==> src/rtl/rv_pkg.sv <==
// Shared types for the bit offset realigner.
// Assumes: nothing beyond the IEEE 1800-2017 language.
package rv_pkg;
    typedef enum logic [1:0] {
        ST_IDLE  = 2'd0,   // waiting for a start strobe
        ST_FIRST = 2'd1,   // waiting for the first (older) source byte
        ST_NEXT  = 2'd2,   // waiting for the next (newer) source byte
        ST_HOLD  = 2'd3    // presenting an aligned byte
    } rv_state_e;
endpackage

==> src/rtl/rv_funnel.sv <==
// Funnel shifter: forms one aligned byte from two consecutive source bytes.
// Assumes: older_i precedes newer_i in the bit stream, MSB first.
module rv_funnel #(
    parameter int BYTE_W = 8,
    parameter int OFS_W  = $clog2(BYTE_W)
) (
    input  logic [BYTE_W-1:0] older_i,
    input  logic [BYTE_W-1:0] newer_i,
    input  logic [OFS_W-1:0]  ofs_i,
    output logic [BYTE_W-1:0] byte_o
);
    localparam int PAIR_W = 2 * BYTE_W;

    logic [PAIR_W-1:0] pair_sh;

    // Shift the byte pair toward the older end and keep the upper byte.
    always_comb begin
        pair_sh = {older_i, newer_i} << ofs_i;
        byte_o  = pair_sh[PAIR_W-1:BYTE_W];
    end
endmodule

==> src/rtl/rv_hold.sv <==
// Two-byte holding store: the older byte and the newer byte of the pair.
// Assumes: the load and advance controls are mutually exclusive.
module rv_hold #(
    parameter int BYTE_W = 8
) (
    input  logic              clk,
    input  logic              rst_n,
    input  logic              load_old_i,
    input  logic              load_new_i,
    input  logic              advance_i,
    input  logic [BYTE_W-1:0] din_i,
    output logic [BYTE_W-1:0] old_o,
    output logic [BYTE_W-1:0] new_o
);
    // Capture returned bytes; on advance the newer byte becomes the older one.
    always_ff @(posedge clk) begin
        if (!rst_n) begin
            old_o <= '0;
            new_o <= '0;
        end else begin
            if (load_old_i) old_o <= din_i;
            if (advance_i)  old_o <= new_o;
            if (load_new_i) new_o <= din_i;
        end
    end
endmodule

==> src/rtl/rv_ctrl.sv <==
// Sequencer: latches a job, issues strictly sequential reads with one
// request outstanding, holds each aligned byte until accepted, pulses done.
// Assumes: each read request gets exactly one rd_valid_i, at least one cycle later.
module rv_ctrl
    import rv_pkg::*;
#(
    parameter int ADDR_W = 16,
    parameter int LEN_W  = 12,
    parameter int OFS_W  = 3
) (
    input  logic              clk,
    input  logic              rst_n,
    input  logic              start_i,
    input  logic [ADDR_W-1:0] start_addr_i,
    input  logic [OFS_W-1:0]  bit_ofs_i,
    input  logic [LEN_W-1:0]  byte_cnt_i,
    input  logic              rd_valid_i,
    input  logic              out_ready_i,
    output logic              rd_req_o,
    output logic [ADDR_W-1:0] rd_addr_o,
    output logic              out_valid_o,
    output logic [ADDR_W-1:0] out_addr_o,
    output logic [OFS_W-1:0]  ofs_o,
    output logic              done_o,
    output logic              load_old_o,
    output logic              load_new_o,
    output logic              advance_o
);
    localparam logic [LEN_W-1:0]  LEN_ONE  = LEN_W'(1);
    localparam logic [ADDR_W-1:0] ADDR_ONE = ADDR_W'(1);

    rv_state_e         state_q;
    logic [ADDR_W-1:0] rd_ptr_q;
    logic [LEN_W-1:0]  len_q;
    logic [LEN_W-1:0]  cnt_q;
    logic              last_byte;
    logic              accept;

    // Decode handshakes and the holding-store controls from the state.
    always_comb begin
        out_valid_o = (state_q == ST_HOLD);
        accept      = out_valid_o && out_ready_i;
        last_byte   = (cnt_q == len_q - LEN_ONE);
        load_old_o  = (state_q == ST_FIRST) && rd_valid_i;
        load_new_o  = (state_q == ST_NEXT) && rd_valid_i;
        advance_o   = accept && !last_byte;
    end

    // Job sequencing, read address generation and output index tracking.
    always_ff @(posedge clk) begin
        if (!rst_n) begin
            state_q    <= ST_IDLE;
            rd_req_o   <= 1'b0;
            rd_addr_o  <= '0;
            rd_ptr_q   <= '0;
            out_addr_o <= '0;
            ofs_o      <= '0;
            len_q      <= '0;
            cnt_q      <= '0;
            done_o     <= 1'b0;
        end else begin
            rd_req_o <= 1'b0;
            done_o   <= 1'b0;
            case (state_q)
                ST_IDLE: begin
                    if (start_i) begin
                        ofs_o      <= bit_ofs_i;
                        len_q      <= byte_cnt_i;
                        cnt_q      <= '0;
                        out_addr_o <= start_addr_i;
                        if (byte_cnt_i == '0) begin
                            done_o <= 1'b1;
                        end else begin
                            rd_req_o  <= 1'b1;
                            rd_addr_o <= start_addr_i;
                            rd_ptr_q  <= start_addr_i + ADDR_ONE;
                            state_q   <= ST_FIRST;
                        end
                    end
                end
                ST_FIRST: begin
                    if (rd_valid_i) begin
                        rd_req_o  <= 1'b1;
                        rd_addr_o <= rd_ptr_q;
                        rd_ptr_q  <= rd_ptr_q + ADDR_ONE;
                        state_q   <= ST_NEXT;
                    end
                end
                ST_NEXT: begin
                    if (rd_valid_i) state_q <= ST_HOLD;
                end
                ST_HOLD: begin
                    if (accept) begin
                        if (last_byte) begin
                            done_o  <= 1'b1;
                            state_q <= ST_IDLE;
                        end else begin
                            rd_req_o   <= 1'b1;
                            rd_addr_o  <= rd_ptr_q;
                            rd_ptr_q   <= rd_ptr_q + ADDR_ONE;
                            cnt_q      <= cnt_q + LEN_ONE;
                            out_addr_o <= out_addr_o + ADDR_ONE;
                            state_q    <= ST_NEXT;
                        end
                    end
                end
                default: state_q <= ST_IDLE;
            endcase
        end
    end
endmodule

==> src/rtl/bit_realign.sv <==
// Bit offset realigner top: reads an unaligned byte stream once, in order,
// and emits bytes shifted left by a fixed sub-byte offset.
// Assumes: a single-port memory that answers each request exactly once.
module bit_realign #(
    parameter int ADDR_W = 16,
    parameter int LEN_W  = 12,
    parameter int BYTE_W = 8,
    localparam int OFS_W = $clog2(BYTE_W)
) (
    input  logic              clk,
    input  logic              rst_n,
    input  logic              start_i,
    input  logic [ADDR_W-1:0] start_addr_i,
    input  logic [OFS_W-1:0]  bit_ofs_i,
    input  logic [LEN_W-1:0]  byte_cnt_i,
    output logic              rd_req_o,
    output logic [ADDR_W-1:0] rd_addr_o,
    input  logic              rd_valid_i,
    input  logic [BYTE_W-1:0] rd_data_i,
    output logic              out_valid_o,
    input  logic              out_ready_i,
    output logic [BYTE_W-1:0] out_data_o,
    output logic [ADDR_W-1:0] out_addr_o,
    output logic              done_o
);
    logic [OFS_W-1:0]  ofs_w;
    logic              load_old_w;
    logic              load_new_w;
    logic              advance_w;
    logic [BYTE_W-1:0] old_w;
    logic [BYTE_W-1:0] new_w;

    rv_ctrl #(
        .ADDR_W(ADDR_W),
        .LEN_W (LEN_W),
        .OFS_W (OFS_W)
    ) u_ctrl (
        .clk         (clk),
        .rst_n       (rst_n),
        .start_i     (start_i),
        .start_addr_i(start_addr_i),
        .bit_ofs_i   (bit_ofs_i),
        .byte_cnt_i  (byte_cnt_i),
        .rd_valid_i  (rd_valid_i),
        .out_ready_i (out_ready_i),
        .rd_req_o    (rd_req_o),
        .rd_addr_o   (rd_addr_o),
        .out_valid_o (out_valid_o),
        .out_addr_o  (out_addr_o),
        .ofs_o       (ofs_w),
        .done_o      (done_o),
        .load_old_o  (load_old_w),
        .load_new_o  (load_new_w),
        .advance_o   (advance_w)
    );

    rv_hold #(
        .BYTE_W(BYTE_W)
    ) u_hold (
        .clk       (clk),
        .rst_n     (rst_n),
        .load_old_i(load_old_w),
        .load_new_i(load_new_w),
        .advance_i (advance_w),
        .din_i     (rd_data_i),
        .old_o     (old_w),
        .new_o     (new_w)
    );

    rv_funnel #(
        .BYTE_W(BYTE_W),
        .OFS_W (OFS_W)
    ) u_funnel (
        .older_i(old_w),
        .newer_i(new_w),
        .ofs_i  (ofs_w),
        .byte_o (out_data_o)
    );
endmodule

==> config.mk <==
export PLATFORM = sky130hd
export DESIGN_NAME = bit_realign
export DESIGN_NICKNAME = d
export VERILOG_FILES = /design/src/rtl/rv_pkg.sv /design/src/rtl/rv_funnel.sv /design/src/rtl/rv_hold.sv /design/src/rtl/rv_ctrl.sv /design/src/rtl/bit_realign.sv
export SDC_FILE = /design/constraint.sdc
export NUM_CORES = 1
export LEC_CHECK = 0
export ABC_AREA = 1
export BUFFER_PORTS_ARGS = -buffer_cell sky130_fd_sc_hd__buf_2
export CAP_MARGIN = 10
export CORE_ASPECT_RATIO = 1.5
export CORE_MARGIN = 2
export CORE_UTILIZATION = 55
export DETAILED_ROUTE_END_ITERATION = 6
export PLACE_DENSITY = 0.87
export SYNTH_ARGS = -nofsm -noshare
export SYNTH_HDL_FRONTEND = slang
export SYNTH_SLANG_ARGS = --single-unit
==> constraint.sdc <==
create_clock -name clk -period 2.5 [get_ports clk]
set_input_delay 0.375 -clock clk [delete_from_list [all_inputs] [get_ports clk]]
set_output_delay 0.375 -clock clk [all_outputs]
set_load 0.005 [all_outputs]
==> metrics.log, run 1 <==
[metrics] Post-synth EDFFs: 0
[metrics] Worst Hold Launch: byte_cnt_i[9]
[metrics] post-layout minimum cycle time: 2317 ps
[metrics] launching element of the worst setup path: u_ctrl.state_q[1]$_SDFFE_PN0P_
[metrics] hold_buf cts: 0
[metrics] GR Layer Usage met3: 4.744%
[metrics] cell with the most instances after synthesis: sky130_fd_sc_hd__nand2_1
[metrics] leading post-synthesis cells by instance count: 224 x sky130_fd_sc_hd__nand2_1, 136 x sky130_fd_sc_hd__nor2_1, 95 x sky130_fd_sc_hd__dfxtp_1, 79 x sky130_fd_sc_hd__o21ai_0, 77 x sky130_fd_sc_hd__inv_1
[metrics] final non-filler cell total: 1136
[metrics] via count: 6163
[metrics] gpl congestion: 0.9166
[metrics] final clock period utilization by the worst path: 92.68%
[metrics] Slew Viols, Final: 0
[metrics] number of antenna violations at the first check in global routing: 0
[metrics] ys flop type: sky130_fd_sc_hd__dfxtp_1
[metrics] count of TritonRoute iterations in the first routing pass: 5
[metrics] leading post-synthesis cells by cell area: sky130_fd_sc_hd__dfxtp_1 32%, sky130_fd_sc_hd__nand2_1 14%, sky130_fd_sc_hd__nor2_1 8.7%
[metrics] share of the synthesized area in the top cell type: 32.49%
[metrics] number of remaining DRC errors: 0
[metrics] status: finished clean
[metrics] # nets final: between 1000 and 1500
[metrics] total non-filler cell area in the finished layout: 6789 um^2
[metrics] fmax: 0.4316 GHz
[metrics] number of global-route vias before repair: 5421
[metrics] proportion of register bits with asynchronous set or reset after synthesis: 0%
[metrics] leakage power total: 3.076 nW
[metrics] syn_nets: 965
[metrics] Boundary Pins: 87
[metrics] arrival time at the worst endpoint: 2610 ps
[metrics] cells along the critical path: inv_1 -> ha_2 -> nor2_8 -> buf_8 -> nand2_1 -> nand2_1 -> nand2_1 -> nor2_2 -> nand2_1 -> nor3_2 -> xor2_1 -> nor2_1 -> nor2_1
[metrics] pre-CTS WS: 61.01 ps
[metrics] register area share after synthesis: between 30 and 40%
[metrics] Overflow after GRT: 0
[metrics] Tot GR Track Use: 26.07%
[metrics] residual antenna-violating net count after detailed routing: 0
[metrics] endpoints failing hold: 0
[metrics] Num Clock Sinks: 95
[metrics] Antenna diodes: 0
[metrics] clock root buffer: sky130_fd_sc_hd__clkbuf_16
[metrics] wire length of the first global-routing pass: 23910 um
[metrics] Worst Hold Endpoint: u_ctrl.len_q[9]$_SDFFE_PN0P_
[metrics] area leader, netlist: sky130_fd_sc_hd__dfxtp_1
[metrics] GR met1 Demand/Resource: 30.26%
[metrics] signed area change from the synthesized netlist to the final layout: 15.96%
[metrics] kind of end point of the critical path: register
[metrics] number of instances in the synthesized netlist: 912
[metrics] clock-pin slew reported for the worst setup and hold paths after clock tree synthesis: 70 ps
[metrics] height of the chip: around 130 um
[metrics] Initial Util: 55.89%
[metrics] GR peak layer: met2
[metrics] post-synthesis instance area: 5854 um^2
[metrics] pin count of the biggest net entering global routing: just over 40
[metrics] dpl hpwl: ~11000 um
[metrics] worst endpoint required time: 2790 ps
[metrics] Global Route met2 Usage: 46.09%
[metrics] number of clock buffers inserted by TritonCTS: 9
[metrics] number of max-cap violations: 0
[metrics] number of setup violations in the final report: 0
[metrics] capture point of the worst reg-to-reg path: u_ctrl.rd_ptr_q[15]$_SDFFE_PN0P_
[metrics] RSZ-0062 raised after global routing: no
[metrics] transition time at the pin with the least slew margin: 735.8 ps
[metrics] setup TNS after final layout: 0 ps
[metrics] highest ir drop seen on vdd: 0.7382 mV
[metrics] worst-case clock buffer depth: 2
[metrics] floorplan row count: 46
[metrics] Slew HR: roughly 51%
[metrics] instance count along the most critical hold path: 3
[metrics] Cell Pwr Density: about 1200 nW/um^2
[metrics] insertion delay to the later sink of the worst-skew pair: 350 ps
[metrics] Core Box Area: 10480 um^2
[metrics] peak fanout along the critical path: 23
[metrics] average wire length per cell after detail routing: 13.53 um
[metrics] TritonCTS clock tree: yes
[metrics] r2r setup slk: 180 ps
[metrics] Worst R2R Path Depth: 13
[metrics] HP Class: in -> reg
[metrics] setup ws final: between 150 and 200 ps
[metrics] utilization after layout: between 60% and 70%
[metrics] startpoint type of the worst setup path: register
[metrics] Port Buffers: 86
[metrics] number of library cell types mapped by synthesis: 42
[metrics] critical path type: reg -> reg
[metrics] biggest cell delay along the critical path: 390 ps
[metrics] reg-to-reg startpoint: u_ctrl.state_q[1]$_SDFFE_PN0P_
[metrics] DP Area: 6372 um^2
[metrics] number of synthesis warnings: 0
[metrics] vias per cell: 5.425
[metrics] die span in x: 88.24 um
[metrics] floorplan die area: between 10000 and 15000 um^2
[metrics] cell total after placement: about 1100
[metrics] share of post-route cells with drive strength above 1: 15.12%
[metrics] CP max stage cell: sky130_fd_sc_hd__dfxtp_1
[metrics] Post-Route Skew: approximately 8 ps
[metrics] CTS H-tree lvls: 3
[metrics] DRT iter0 DRCs: 409
[metrics] detailed-route wire length: between 15000 and 20000 um
[metrics] average instance area after synthesis: around 6.4 um^2
[metrics] count of state elements after synthesis: 95
[metrics] Critical Path Most Common Cell: sky130_fd_sc_hd__nand2_1
-- placed cells by master (no fill, tap or decap), types with 16 or more instances in the layout --
master,synthesis,routed
sky130_fd_sc_hd__inv_1,77,77
sky130_fd_sc_hd__buf_4,5,16
sky130_fd_sc_hd__buf_2,6,86
sky130_fd_sc_hd__xor2_1,25,25
sky130_fd_sc_hd__a21oi_1,63,63
sky130_fd_sc_hd__nand2_1,224,223
sky130_fd_sc_hd__nand3_1,68,68
sky130_fd_sc_hd__o21ai_0,79,77
sky130_fd_sc_hd__nor2_1,136,132
sky130_fd_sc_hd__dfxtp_1,95,95
-- worst max-delay path by stage --
stage / to / slack [ps] / cells past startpoint
after detailed placement: u_ctrl.rd_ptr_q[14]$_SDFFE_PN0P_ / 60 / 14
final: u_ctrl.rd_ptr_q[15]$_SDFFE_PN0P_ / 180 / 13
after floorplan: u_ctrl.rd_ptr_q[14]$_SDFFE_PN0P_ / 220 / 16
after CTS: u_ctrl.rd_ptr_q[14]$_SDFFE_PN0P_ / 30 / 14
after global routing: u_ctrl.rd_ptr_q[15]$_SDFFE_PN0P_ / 1 / 11
after global placement: u_ctrl.rd_ptr_q[14]$_SDFFE_PN0P_ / 110 / 14
-- state kept, by name, summed over array words and instances (netlist names) --
register and cells:
u_ctrl.ofs_o 3, u_ctrl.state_q 2, u_ctrl.rd_addr_o 16, u_ctrl.out_addr_o 16
u_ctrl.rd_ptr_q 16, u_ctrl.done_o 1, u_hold.old_o 8, u_ctrl.cnt_q 12
u_hold.new_o 8, u_ctrl.len_q 12, u_ctrl.rd_req_o 1
-- cells by family (layout without fill, tap and decap cells) --
group                    count (synthesis)  in the layout  synth area share, %
multiplexers                             5              5               0.8549
adder cells (fa/ha/maj)                  9              9                1.924
AND/OR/NAND/NOR                        480            481                35.43
buffers and inverters                  123            202                9.233
flip-flops                              95             95                32.49
XOR/XNOR                                36             36                5.514
AO/OA/AOI/OAI                          164            164                14.55
-- power breakdown --
group          leakage [nW]  switching [mW]  total, mW  internal, mW
combinational          2.12            2.55       4.00          1.45
clock                 0.170           0.619       1.63          1.01
sequential            0.782           0.371       2.39          2.02
total                  3.08            3.54       8.02          4.48
-- metrics by stage --
step                      power [mW]  hold slack (ps)
final                          8.022            300.5
after global routing           8.678            321.3
after CTS                      7.889            293.6
after global placement         6.142            440.2
after floorplan                5.329            430.1
after detailed placement       6.231            450.9
-- final cells by class --
type                       count  area [um^2]
fill                         992         3686
inverter                      82        310.3
clock buffer                  10        239.0
multi-input combinational    695         3457
sequential                    95         1902
tap                          144        180.2
clock inverter                 6        115.1
timing repair buffer         104        585.6
-- critical path, delay by kind of cell, from the launching register on --
family        cells  cell delay (ps)
xor+xnor          1              170
fa+ha+maj         1              220
buf+inv           2              300
flops             1              390
simple gates      9             1170
-- metal layers --
metal / share of wire (%) / up-vias
li1: - / 3097
met3: 5.9 / 43
met1: 39 / 2807
met2: 51 / 216
met5: 0 / -
met4: 3.4 / 0
-- repair_timing --
item                       4_1_cts  5_1_grt
setup endpoints to repair        0       60
hold endpoints to repair         0        0
gates resized for setup          0       16
buffers inserted                 0        1
No activity file was read; power rests on OpenSTA's default activity.
==> inputs of run 2 (changes only) <==
--- a/config.mk
+++ b/config.mk
@@ -12,5 +12,5 @@
 export CORE_MARGIN = 2
-export CORE_UTILIZATION = 55
+export CORE_UTILIZATION = 58
 export DETAILED_ROUTE_END_ITERATION = 6
-export PLACE_DENSITY = 0.87
+export PLACE_DENSITY = 0.91
 export SYNTH_ARGS = -nofsm -noshare
--- a/constraint.sdc
+++ b/constraint.sdc
@@ -3,2 +3,2 @@
 set_output_delay 0.375 -clock clk [all_outputs]
-set_load 0.005 [all_outputs]
+set_load 0.01 [all_outputs]
==> metrics.log, run 2 (same netlist as run 1, synthesis figures left out) <==
[metrics] arrival time at the worst endpoint: 2600 ps
[metrics] worst-case clock buffer depth: 2
[metrics] clock-pin slew reported for the worst setup and hold paths after clock tree synthesis: 80 ps
[metrics] hold_buf cts: 0
[metrics] average wire length per cell after detail routing: 14.02 um
[metrics] endpoints failing hold: 0
[metrics] die span in x: 86.03 um
[metrics] switching share of power: 46.72%
[metrics] leakage power total: 3.063 nW
[metrics] critical path type: reg -> reg
[metrics] number of antenna violations at the first check in global routing: 0
[metrics] Overflow after GRT: 0
[metrics] highest ir drop seen on vdd: 0.7433 mV
[metrics] number of setup violations in the final report: 0
[metrics] vias per cell: 5.661
[metrics] number of clock buffers inserted by TritonCTS: 9
[metrics] floorplan row count: 44
[metrics] peak fanout along the critical path: 6
[metrics] pin count of the biggest net entering global routing: 40
[metrics] Antenna diodes: 0
[metrics] DP Area: 6346 um^2
[metrics] failing checks: DRC
[metrics] capture point of the worst reg-to-reg path: u_ctrl.rd_ptr_q[14]$_SDFFE_PN0P_
[metrics] switching power of the nets: 3.749 mW
[metrics] Initial Util: between 60% and 70%
[metrics] launching element of the worst setup path: u_ctrl.state_q[1]$_SDFFE_PN0P_
[metrics] DRT iter0 DRCs: roughly 450
[metrics] reg-to-reg startpoint: u_ctrl.state_q[1]$_SDFFE_PN0P_
[metrics] Core Box Area: 9744 um^2
[metrics] number of global-route vias before repair: 5508
[metrics] top library cells by usage in the layout, fill and taps aside: 224 x sky130_fd_sc_hd__nand2_1, 133 x sky130_fd_sc_hd__nor2_1, 95 x sky130_fd_sc_hd__dfxtp_1
[metrics] area of the multi-input gates: 3473 um^2
[metrics] gpl congestion: 0.9081
[metrics] Num Clock Sinks: between 90 and 100
[metrics] detailed-route wire length: 15570 um
[metrics] Slew HR: between 50% and 60%
[metrics] Slew Viols, Final: 0
[metrics] footprint of the flip-flops and latches: roughly 1900 um^2
[metrics] dpl hpwl: ~11000 um
[metrics] Clock power frac: between 15 and 20%
[metrics] CTS H-tree lvls: 3
[metrics] registers with the most flip-flops: u_ctrl.out_addr_o: 16 flops, u_ctrl.rd_addr_o: 16 flops, u_ctrl.rd_ptr_q: 16 flops
[metrics] Tot GR Track Use: approximately 27%
[metrics] proportion of power drawn by combinational gates: a little over half
[metrics] worst endpoint required time: 2750 ps
[metrics] HP Class: in -> reg
[metrics] Worst R2R Path Depth: 12
[metrics] instance count along the most critical hold path: 3
[metrics] count of TritonRoute iterations in the first routing pass: 7
[metrics] height of the chip: 127.0 um
[metrics] worst-case hold slack: ~310 ps
[metrics] signed area change from the synthesized netlist to the final layout: 15.05%
[metrics] most common cell after layout, fill and taps aside: sky130_fd_sc_hd__nand2_1
[metrics] Boundary Pins: 87
[metrics] transition time at the pin with the least slew margin: 662.3 ps
[metrics] floorplan die area: approximately 11000 um^2
[metrics] residual antenna-violating net count after detailed routing: 0
[metrics] fill count: 823
[metrics] end point of the critical path: u_ctrl.rd_ptr_q[14]$_SDFFE_PN0P_
[metrics] post-layout minimum cycle time: 2353 ps
[metrics] status: complete, but fails checks
[metrics] Flop pwr share: 29.8%
[metrics] insertion delay to the later sink of the worst-skew pair: 350 ps
[metrics] Cell Pwr Density: 1191 nW/um^2
[metrics] Port Buffers: 86
[metrics] number of remaining DRC errors: 6
[metrics] TritonCTS clock tree: yes
[metrics] cell-internal power: 4.275 mW
[metrics] total non-filler cell area in the finished layout: 6735 um^2
[metrics] wire length of the first global-routing pass: 24310 um
[metrics] startpoint type of the worst setup path: register
[metrics] number of max-cap violations: 0
[metrics] kind of end point of the critical path: register
[metrics] share of post-route cells with drive strength above 1: ~15%
[metrics] clock root buffer: sky130_fd_sc_hd__clkbuf_16
[metrics] fmax: 0.4250 GHz
[metrics] final clock period utilization by the worst path: a little over nine tenths
[metrics] # nets final: between 1000 and 1500
[metrics] Post-Route Skew: 10.73 ps
[metrics] via count: 6289
[metrics] r2r setup slk: 150 ps
==> run 2: changes by cell type in the layout (fill, tap and decap cells not counted), sizes merged <==
cell | previous run | this run
buf | 104 | 107
bufinv | 3 | 1
clkbuf | 10 | 9
inv | 81 | 84
nor2 | 143 | 144
==> run 2: power by group through the flow <==
stage          Sequential [mW]  Combinational, mW  Clock (mW)
6_report                  2.39               4.19        1.45
4_1_cts                   2.38               4.01        1.46
2_1_floorplan             2.45               2.99           0
3_3_place_gp              2.39               3.89           0
5_1_grt                   2.45               4.68        1.53
3_5_place_dp              2.40               3.97           0
==> run 2: metal layers <==
| layer | up-vias | share of wire [%] | track usage, % |
|---|---|---|---|
| met5 | - | 0 | 0 |
| met4 | 0 | 2.8 | 10.64 |
| met3 | 47 | 6.1 | 3.424 |
| met2 | 241 | 52 | 50.57 |
| met1 | 2882 | 39 | 31.06 |
| li1 | 3119 | - | - |
==> run 2: how the worst min path moves through the flow <==
stage                                       from                             to  slack (ps)
detailed placement  u_hold.new_o[0]$_SDFFE_PN0P_   u_hold.new_o[0]$_SDFFE_PN0P_         450
CTS                               byte_cnt_i[10]  u_ctrl.len_q[10]$_SDFFE_PN0P_         300
global placement    u_hold.new_o[0]$_SDFFE_PN0P_   u_hold.new_o[0]$_SDFFE_PN0P_         440
floorplan           u_hold.new_o[0]$_SDFFE_PN0P_   u_hold.new_o[0]$_SDFFE_PN0P_         430
global route                        bit_ofs_i[1]   u_ctrl.ofs_o[1]$_SDFFE_PN0P_         330
finish                            byte_cnt_i[10]  u_ctrl.len_q[10]$_SDFFE_PN0P_         310
==> run 2: repair_timing <==
action / CTS / global route
buffers inserted: 0 / 1
endpoints found under the setup margin: 0 / 61
gates resized for setup: 0 / 15
==> run 2: worst max-delay path: stages (launching register included) <==
cell and delay (ps):
sky130_fd_sc_hd__dfxtp_1 350, sky130_fd_sc_hd__inv_1 130, sky130_fd_sc_hd__ha_2 300, sky130_fd_sc_hd__nor2_4 80, sky130_fd_sc_hd__o21ai_0 450, sky130_fd_sc_hd__nand2_1 100
sky130_fd_sc_hd__nor2_1 150, sky130_fd_sc_hd__nand4_1 160, sky130_fd_sc_hd__nor2_2 160, sky130_fd_sc_hd__nand2_1 90, sky130_fd_sc_hd__xor2_1 140, sky130_fd_sc_hd__nor2_1 90
sky130_fd_sc_hd__nor2_1 50
==> run 2: final cells by class <==
class | count | share of cell area (%)
Clock buffer | 9 | 3.344
Clock inverter | 7 | 1.245
Inverter | 82 | 4.570
Multi-Input combinational cell | 696 | 51.57
Sequential cell | 95 | 28.24
Tap cell | 115 | 2.136
Timing Repair Buffer | 107 | 8.898
==> run 2: per-stage QoR <==
stage               utilization [%]  setup slack, ps  std cells  setup TNS (ps)  power [mW]
floorplan                         -            219.9        912               0       5.444
global placement              65.13            238.9       1092               0       6.284
detailed placement            65.13            179.0       1092               0       6.376
CTS                           68.30            141.5       1108               0       7.848
global route                  69.12           -11.23       1111          -11.23       8.651
finish                        69.12            146.9       1111               0       8.024
